### config.mk
export PLATFORM = sky130hd
export DESIGN_NAME = async_serial_port
export DESIGN_NICKNAME = d
export VERILOG_FILES = /design/src/rtl/sp_pkg.sv /design/src/rtl/sp_baud.sv /design/src/rtl/sp_tx.sv /design/src/rtl/sp_rx.sv /design/src/rtl/async_serial_port.sv
export SDC_FILE = /design/constraint.sdc
export NUM_CORES = 1
export LEC_CHECK = 0
export BUFFER_PORTS_ARGS = -buffer_cell sky130_fd_sc_hd__buf_2
export CAP_MARGIN = 20
export CORE_MARGIN = 2
export CORE_UTILIZATION = 24
export DETAILED_ROUTE_END_ITERATION = 8
export GPL_ROUTABILITY_DRIVEN = 1
export PLACE_DENSITY = 0.47
export SYNTH_ARGS = -nofsm -noshare
export SYNTH_HDL_FRONTEND = slang
export SYNTH_SLANG_ARGS = --single-unit
### constraint.sdc
create_clock -name clk -period 4.2 [get_ports clk]
set_input_delay 0.84 -clock clk [delete_from_list [all_inputs] [get_ports clk]]
set_output_delay 0.84 -clock clk [all_outputs]
set_load 0.03 [all_outputs]
### src/rtl/sp_pkg.sv
package sp_pkg;
  localparam int CFG_W = 13;
  localparam int FRM_W = 12;

  typedef struct packed {
    logic       two_stop;
    logic       par_odd;
    logic       par_en;
    logic [1:0] len;
    logic [7:0] div;
  } sp_cfg_t;

  function automatic logic [3:0] data_bits(sp_cfg_t c);
    return 4'd5 + {2'b00, c.len};
  endfunction

  // start bit in [0], data LSB first, optional parity, stop bits as 1s
  function automatic logic [FRM_W-1:0] build_frame(sp_cfg_t c, logic [7:0] d);
    logic [FRM_W-1:0] f;
    logic             p;
    int               n;
    n = int'(data_bits(c));
    f = '1;
    f[0] = 1'b0;
    p = c.par_odd;
    for (int i = 0; i < 8; i++) begin
      if (i < n) begin
        f[i+1] = d[i];
        p = p ^ d[i];
      end
    end
    if (c.par_en) f[n+1] = p;
    return f;
  endfunction

  function automatic logic [3:0] frame_bits(sp_cfg_t c);
    return 4'd2 + data_bits(c) + {3'b000, c.par_en} + {3'b000, c.two_stop};
  endfunction
endpackage

### src/rtl/sp_baud.sv
module sp_baud #(
  parameter int DIV_W = 8
) (
  input  logic             clk,
  input  logic             rst_n,
  input  logic             restart,
  input  logic [DIV_W-1:0] div,
  output logic             tick
);
  logic [DIV_W-1:0] cnt;

  assign tick = (cnt == '0) && !restart;

  always_ff @(posedge clk) begin
    if (!rst_n)                cnt <= '0;
    else if (restart || tick)  cnt <= div;
    else                       cnt <= cnt - 1'b1;
  end
endmodule

### src/rtl/sp_tx.sv
module sp_tx
  import sp_pkg::*;
#(
  parameter int OVS = 16
) (
  input  logic    clk,
  input  logic    rst_n,
  input  logic    tick,
  input  sp_cfg_t cfg,
  input  logic    in_valid,
  output logic    in_ready,
  input  logic [7:0] in_data,
  output logic    txd,
  output logic    busy
);
  localparam int SUB_W = $clog2(OVS);

  logic [FRM_W-1:0] sr;
  logic [3:0]       left;
  logic [SUB_W-1:0] sub;

  assign in_ready = !busy;
  assign txd      = busy ? sr[0] : 1'b1;

  always_ff @(posedge clk) begin
    if (!rst_n) begin
      sr   <= '1;
      left <= '0;
      sub  <= '0;
      busy <= 1'b0;
    end else if (!busy) begin
      if (in_valid) begin
        sr   <= build_frame(cfg, in_data);
        left <= frame_bits(cfg) - 4'd1;
        sub  <= '0;
        busy <= 1'b1;
      end
    end else if (tick) begin
      if (sub == SUB_W'(OVS-1)) begin
        sub <= '0;
        if (left == '0) begin
          busy <= 1'b0;
        end else begin
          sr   <= {1'b1, sr[FRM_W-1:1]};
          left <= left - 4'd1;
        end
      end else begin
        sub <= sub + 1'b1;
      end
    end
  end
endmodule

### src/rtl/sp_rx.sv
module sp_rx
  import sp_pkg::*;
#(
  parameter int OVS  = 16,
  parameter int SYNC = 2
) (
  input  logic       clk,
  input  logic       rst_n,
  input  logic       tick,
  input  sp_cfg_t    cfg,
  input  logic       rxd,
  output logic       done,
  output logic [7:0] data,
  output logic       perr,
  output logic       ferr
);
  localparam int SUB_W = $clog2(OVS);
  localparam int HALF  = OVS / 2;

  typedef enum logic [1:0] {RX_IDLE, RX_START, RX_BITS} rx_st_t;

  logic [SYNC-1:0]  sync;
  logic             rxs;
  rx_st_t           st;
  logic [SUB_W-1:0] sub;
  logic [3:0]       idx;
  logic [7:0]       sr;
  logic             pbit;
  logic [3:0]       dlen;
  logic [7:0]       dshift;

  always_ff @(posedge clk) begin
    if (!rst_n) sync <= '1;
    else        sync <= {sync[SYNC-2:0], rxd};
  end
  assign rxs = sync[SYNC-1];

  assign dlen   = data_bits(cfg);
  assign dshift = sr >> (4'd8 - dlen);

  always_ff @(posedge clk) begin
    if (!rst_n) begin
      st <= RX_IDLE; sub <= '0; idx <= '0; sr <= '0; pbit <= 1'b0;
      done <= 1'b0; data <= '0; perr <= 1'b0; ferr <= 1'b0;
    end else begin
      done <= 1'b0;
      if (tick) begin
        unique case (st)
          RX_IDLE: if (!rxs) begin
            st  <= RX_START;
            sub <= '0;
          end
          RX_START: begin
            if (rxs) st <= RX_IDLE;
            else if (sub == SUB_W'(HALF-1)) begin
              st <= RX_BITS; sub <= '0; idx <= '0;
            end else sub <= sub + 1'b1;
          end
          RX_BITS: begin
            if (sub == SUB_W'(OVS-1)) begin
              sub <= '0;
              idx <= idx + 4'd1;
              if (idx < dlen) sr <= {rxs, sr[7:1]};
              else if (idx == dlen && cfg.par_en) pbit <= rxs;
              else begin
                done <= 1'b1;
                st   <= RX_IDLE;
                data <= dshift;
                perr <= cfg.par_en && ((^dshift ^ pbit) != cfg.par_odd);
                ferr <= !rxs;
              end
            end else sub <= sub + 1'b1;
          end
          default: st <= RX_IDLE;
        endcase
      end
    end
  end
endmodule

### src/rtl/async_serial_port.sv
module async_serial_port
  import sp_pkg::*;
#(
  parameter int DW   = 16,
  parameter int OVS  = 16,
  parameter int SYNC = 2
) (
  input  logic          clk,
  input  logic          rst_n,
  input  logic          csel,
  input  logic          rsel,
  input  logic          rd_stb,
  input  logic          wr_stb,
  input  logic [DW-1:0] wdata,
  output logic [DW-1:0] rdata,
  output logic          txd,
  input  logic          rxd
);
  localparam sp_cfg_t CFG_RST = '{two_stop: 1'b0, par_odd: 1'b0, par_en: 1'b0,
                                   len: 2'b11, div: 8'd0};

  sp_cfg_t    cfg;
  logic [7:0] thr_q;
  logic       thr_full;
  logic       tx_ready, tx_take, tx_busy;
  logic       tick;
  logic       rx_done, rx_perr, rx_ferr;
  logic [7:0] rx_data;
  logic [7:0] rbr;
  logic       rx_ready, perr_q, ferr_q, ovr;
  logic       wr_tx, wr_cfg, rd_rx, rd_st;

  assign wr_tx  = csel && wr_stb && !rsel;
  assign wr_cfg = csel && wr_stb &&  rsel;
  assign rd_rx  = csel && rd_stb && !rsel;
  assign rd_st  = csel && rd_stb &&  rsel;

  sp_baud #(.DIV_W(8)) u_baud (
    .clk(clk), .rst_n(rst_n), .restart(wr_cfg), .div(cfg.div), .tick(tick)
  );

  sp_tx #(.OVS(OVS)) u_tx (
    .clk(clk), .rst_n(rst_n), .tick(tick), .cfg(cfg),
    .in_valid(thr_full), .in_ready(tx_ready), .in_data(thr_q),
    .txd(txd), .busy(tx_busy)
  );

  sp_rx #(.OVS(OVS), .SYNC(SYNC)) u_rx (
    .clk(clk), .rst_n(rst_n), .tick(tick), .cfg(cfg), .rxd(rxd),
    .done(rx_done), .data(rx_data), .perr(rx_perr), .ferr(rx_ferr)
  );

  assign tx_take = thr_full && tx_ready;

  always_ff @(posedge clk) begin
    if (!rst_n) begin
      cfg      <= CFG_RST;
      thr_q    <= '0;
      thr_full <= 1'b0;
    end else begin
      if (wr_cfg) cfg <= sp_cfg_t'(wdata[CFG_W-1:0]);
      if (tx_take) thr_full <= 1'b0;
      if (wr_tx && (!thr_full || tx_take)) begin
        thr_q    <= wdata[7:0];
        thr_full <= 1'b1;
      end
    end
  end

  always_ff @(posedge clk) begin
    if (!rst_n) begin
      rbr <= '0; rx_ready <= 1'b0; perr_q <= 1'b0; ferr_q <= 1'b0; ovr <= 1'b0;
    end else begin
      if (rd_rx) rx_ready <= 1'b0;
      if (rd_st) ovr <= 1'b0;
      if (rx_done) begin
        if (!rx_ready || rd_rx) begin
          rbr      <= rx_data;
          perr_q   <= rx_perr;
          ferr_q   <= rx_ferr;
          rx_ready <= 1'b1;
        end else begin
          ovr <= 1'b1;
        end
      end
    end
  end

  always_comb begin
    rdata = '0;
    if (csel && rd_stb) begin
      if (rsel) rdata[4:0] = {ovr, ferr_q, perr_q, rx_ready, !thr_full};
      else      rdata[7:0] = rbr;
    end
  end
endmodule

==> results.py <==
metrics = {
    "status": {
        "status": "finished clean",
    },
    "logic_synthesis": {
        "synth-edff-count": 0,
        "netlist-cell-type-count": 53,
        "ys_warn_count": 0,
        "async_flop_share": 0,
        "syn_area_per_cell_um2": 8.87,
        "syn_inst": 583,
        "yosys_most_used_dff": "dfxtp_1",
        "synth.yosys.seq_area_share": 0.368,
        "synth_seq_cells": 95,
        "synth_area_mm2": 0.00517,
    },
    "placement": {
        "io_buffer_count": 28,
        "gp_congestion": 0.742,
        "hpwl_um": 8300,
    },
    "clock_tree": {
        "htreeDepth": 3,
        "path_clk_slew_ns": 0.07,
        "cts_tree": "built",
        "cts_made_buffers": 9,
        "post_cts_buffers": 0,
        "clock_latency_ns": 0.36,
        "root_buffer": "clkbuf_16",
        "cts_resized": 0,
        "clockBufferDepth": 2,
        "postCtsHoldBufs": 0,
        "clock_sinks": 95,
    },
    "sta": {
        "timing.fmax_mhz": 342,
        "rsz0062_at_grt": "no",
        "setup_violations": 0,
        "hold_violations": 0,
        "drv_slew": 0,
        "min_period_ns": 2.92,
        "final.period_utilization": 0.696,
        "slew_headroom": 0.469,
        "worstMarginPinSlew_ns": 0.791,
        "clock_skew_ns": 0.0111,
        "setup-tns-final_ns": 0,
    },
    "job": {
        "max_cap_viol_count": 0,
    },
    "routing": {
        "drt_iter0_drc": 189,
        "drc": 0,
        "ant_nets": 0,
        "wl_um": 11500,
        "wire_per_inst_um": 13.0,
        "avgViaCountPerCell": 4.45,
        "num_vias": 3931,
        "drt_first_pass_iters": 4,
    },
    "worst_setup_path": {
        "end_kind": "flop",
        "crit_required_ns": 4.45,
        "reg2reg_setup_slack_ns": 1.28,
        "crit_path_start_kind": "flop",
        "cp.arrival_ns": 3.17,
        "path_max_fanout": 8,
        "r2r_start": "cfg[9]",
        "r2r_end": "u_rx.sr[6]",
        "critical_path_class": "flop to flop",
        "reg2reg_depth": 10,
    },
    "finish": {
        "layout_common_cells": "dfxtp_1, nand2_1, mux2i_1",
        "n_antenna_cell": 0,
        "drive_above_1_share": 0.110,
        "nFillCells": 2288,
        "layout_commonest_cell": "dfxtp_1",
        "regArea_mm2": 0.00190,
        "multi_input_area_mm2": 0.00302,
        "syn_to_final_growth_pct": 13.9,
        "final_nets": 654,
    },
    "global_route": {
        "gr-usage-met3": 0.0262,
        "grt_pass1_wl_um": 19300,
        "grt_max_degree": 35,
        "grt_pass1_vias": 3753,
        "antenna_found_initial": 0,
        "grt_use_met1": 0.156,
        "grt.total_usage": 0.108,
        "use_met2": 0.161,
        "busiest_layer": "met2",
        "grt-ovfl-total": 0,
    },
    "floorplan": {
        "initial_core_util": 0.245,
        "die_x_um": 151,
        "die_area_mm2": 0.0227,
        "ios": 40,
        "core_area_mm2": 0.0211,
        "die_y_um": 151,
        "num_rows": 53,
    },
    "min_path": {
        "hp-class": "flop to flop",
        "whs_path_depth": 1,
        "hold_start": "u_rx.sync[0]",
        "min_to": "u_rx.sync[1]",
    },
    "power_and_ir_drop": {
        "p_per_area_mw_per_mm2": 396,
        "p_total_mw": 2.33,
        "p_leak_nw": 2.24,
        "max-vdd-ir-drop_v": 0.000146,
    },
}
## metal layers
metal,wire length (µm),share of wire,vias up
met3,398,0.035,10
met2,4650,0.40,55
li1,-,-,2049
met1,6300,0.55,1817
met4,161,0.014,0
met5,0,0,-
## synth_stat cells, types with 6 or more instances
library cell	instances	area [µm²]
o21ai_0	24	120
nor3_1	10	50.1
nand3_1	24	120
xnor2_1	15	131
ha_1	27	338
nand2b_1	7	43.8
o21ai_1	8	40.0
o211a_1	9	90.1
dfxtp_1	95	1900
nand2_1	80	300
mux2i_1	38	380
buf_4	9	67.6
clkbuf_1	25	93.8
nor2b_1	37	231
nor2_1	22	82.6
o211ai_1	7	52.6
and2_1	10	62.6
a21boi_0	28	210
inv_1	20	75.1
a21oi_1	12	60.1
nor3b_1	7	52.6
a31oi_1	6	37.5
## registers in the layout, indices dropped and copies added (netlist names), 2 cells and up
signal / count
cfg: 13
u_tx.sr: 12
rbr: 8
thr_q: 8
u_baud.cnt: 8
u_rx.data: 8
u_rx.sr: 8
u_rx.idx: 4
u_rx.sub: 4
u_tx.left: 4
u_tx.sub: 4
u_rx.st: 2
u_rx.sync: 2
## layout make-up
cell class              count  share of cell area
clock buffers              11              0.0412
multi-input cells         436               0.513
flip-flops and latches     95               0.323
well taps                 275              0.0584
inverters                  20              0.0128
clock inverters             5              0.0108
repair buffers             41              0.0404
## metrics by stage
step	util	instance area (µm²)	setup WS, ns	hold WS [ns]	std cells
after floorplan	-	5200	0.849	0.386	590
after global placement	0.265	5580	1.00	0.390	867
after detailed placement	0.265	5580	0.988	0.404	867
after CTS	0.279	5890	1.26	0.422	883
after global routing	0.279	5890	0.945	0.450	883
final	0.279	5890	1.28	0.417	883
## logic make-up (layout without fill, tap and decap cells)
logic type / Yosys count / in the layout / synth area share
AOI/OAI and AO/OA: 118 / 118 / 0.154
xor gates and xnor gates: 21 / 21 / 0.0409
adders and majority gates: 28 / 28 / 0.0692
buffers and inverters: 59 / 77 / 0.0528
DFF: 95 / 95 / 0.368
muxes: 43 / 43 / 0.0954
other: 1 / 8 / 0.000725
and+or+nand+nor: 218 / 218 / 0.219
## worst max path at each step
stage | from | to | slack [ns] | cells past startpoint
after detailed placement | rsel | u_rx.data[5] | 0.99 | 7
after CTS | cfg[9] | u_rx.sr[6] | 1.26 | 10
after floorplan | cfg[8] | u_rx.sr[0] | 0.85 | 12
after global routing | cfg[9] | u_rx.data[0] | 0.94 | 11
final | cfg[9] | u_rx.sr[6] | 1.28 | 10
after global placement | rsel | u_rx.sr[1] | 1.00 | 7
## worst max-delay path, stage by stage (launching register included)
cell and delay (ns):
dfxtp_1 0.41, inv_1 0.14, ha_1 0.31, inv_1 0.17, ha_1 0.29, nor2b_1 0.14, o21a_1 0.16, o21a_1 0.23
nor4_4 0.65, mux2i_1 0.27, nor2b_1 0.06
## report_power, final
part / leakage (nW) / switching (mW) / internal (mW) / total [mW]
Clock: 0.147 / 0.375 / 0.484 / 0.858
Sequential: 0.771 / 0.0497 / 0.952 / 1.00
Combinational: 1.32 / 0.266 / 0.206 / 0.472
No activity file was read; power rests on OpenSTA's default activity.
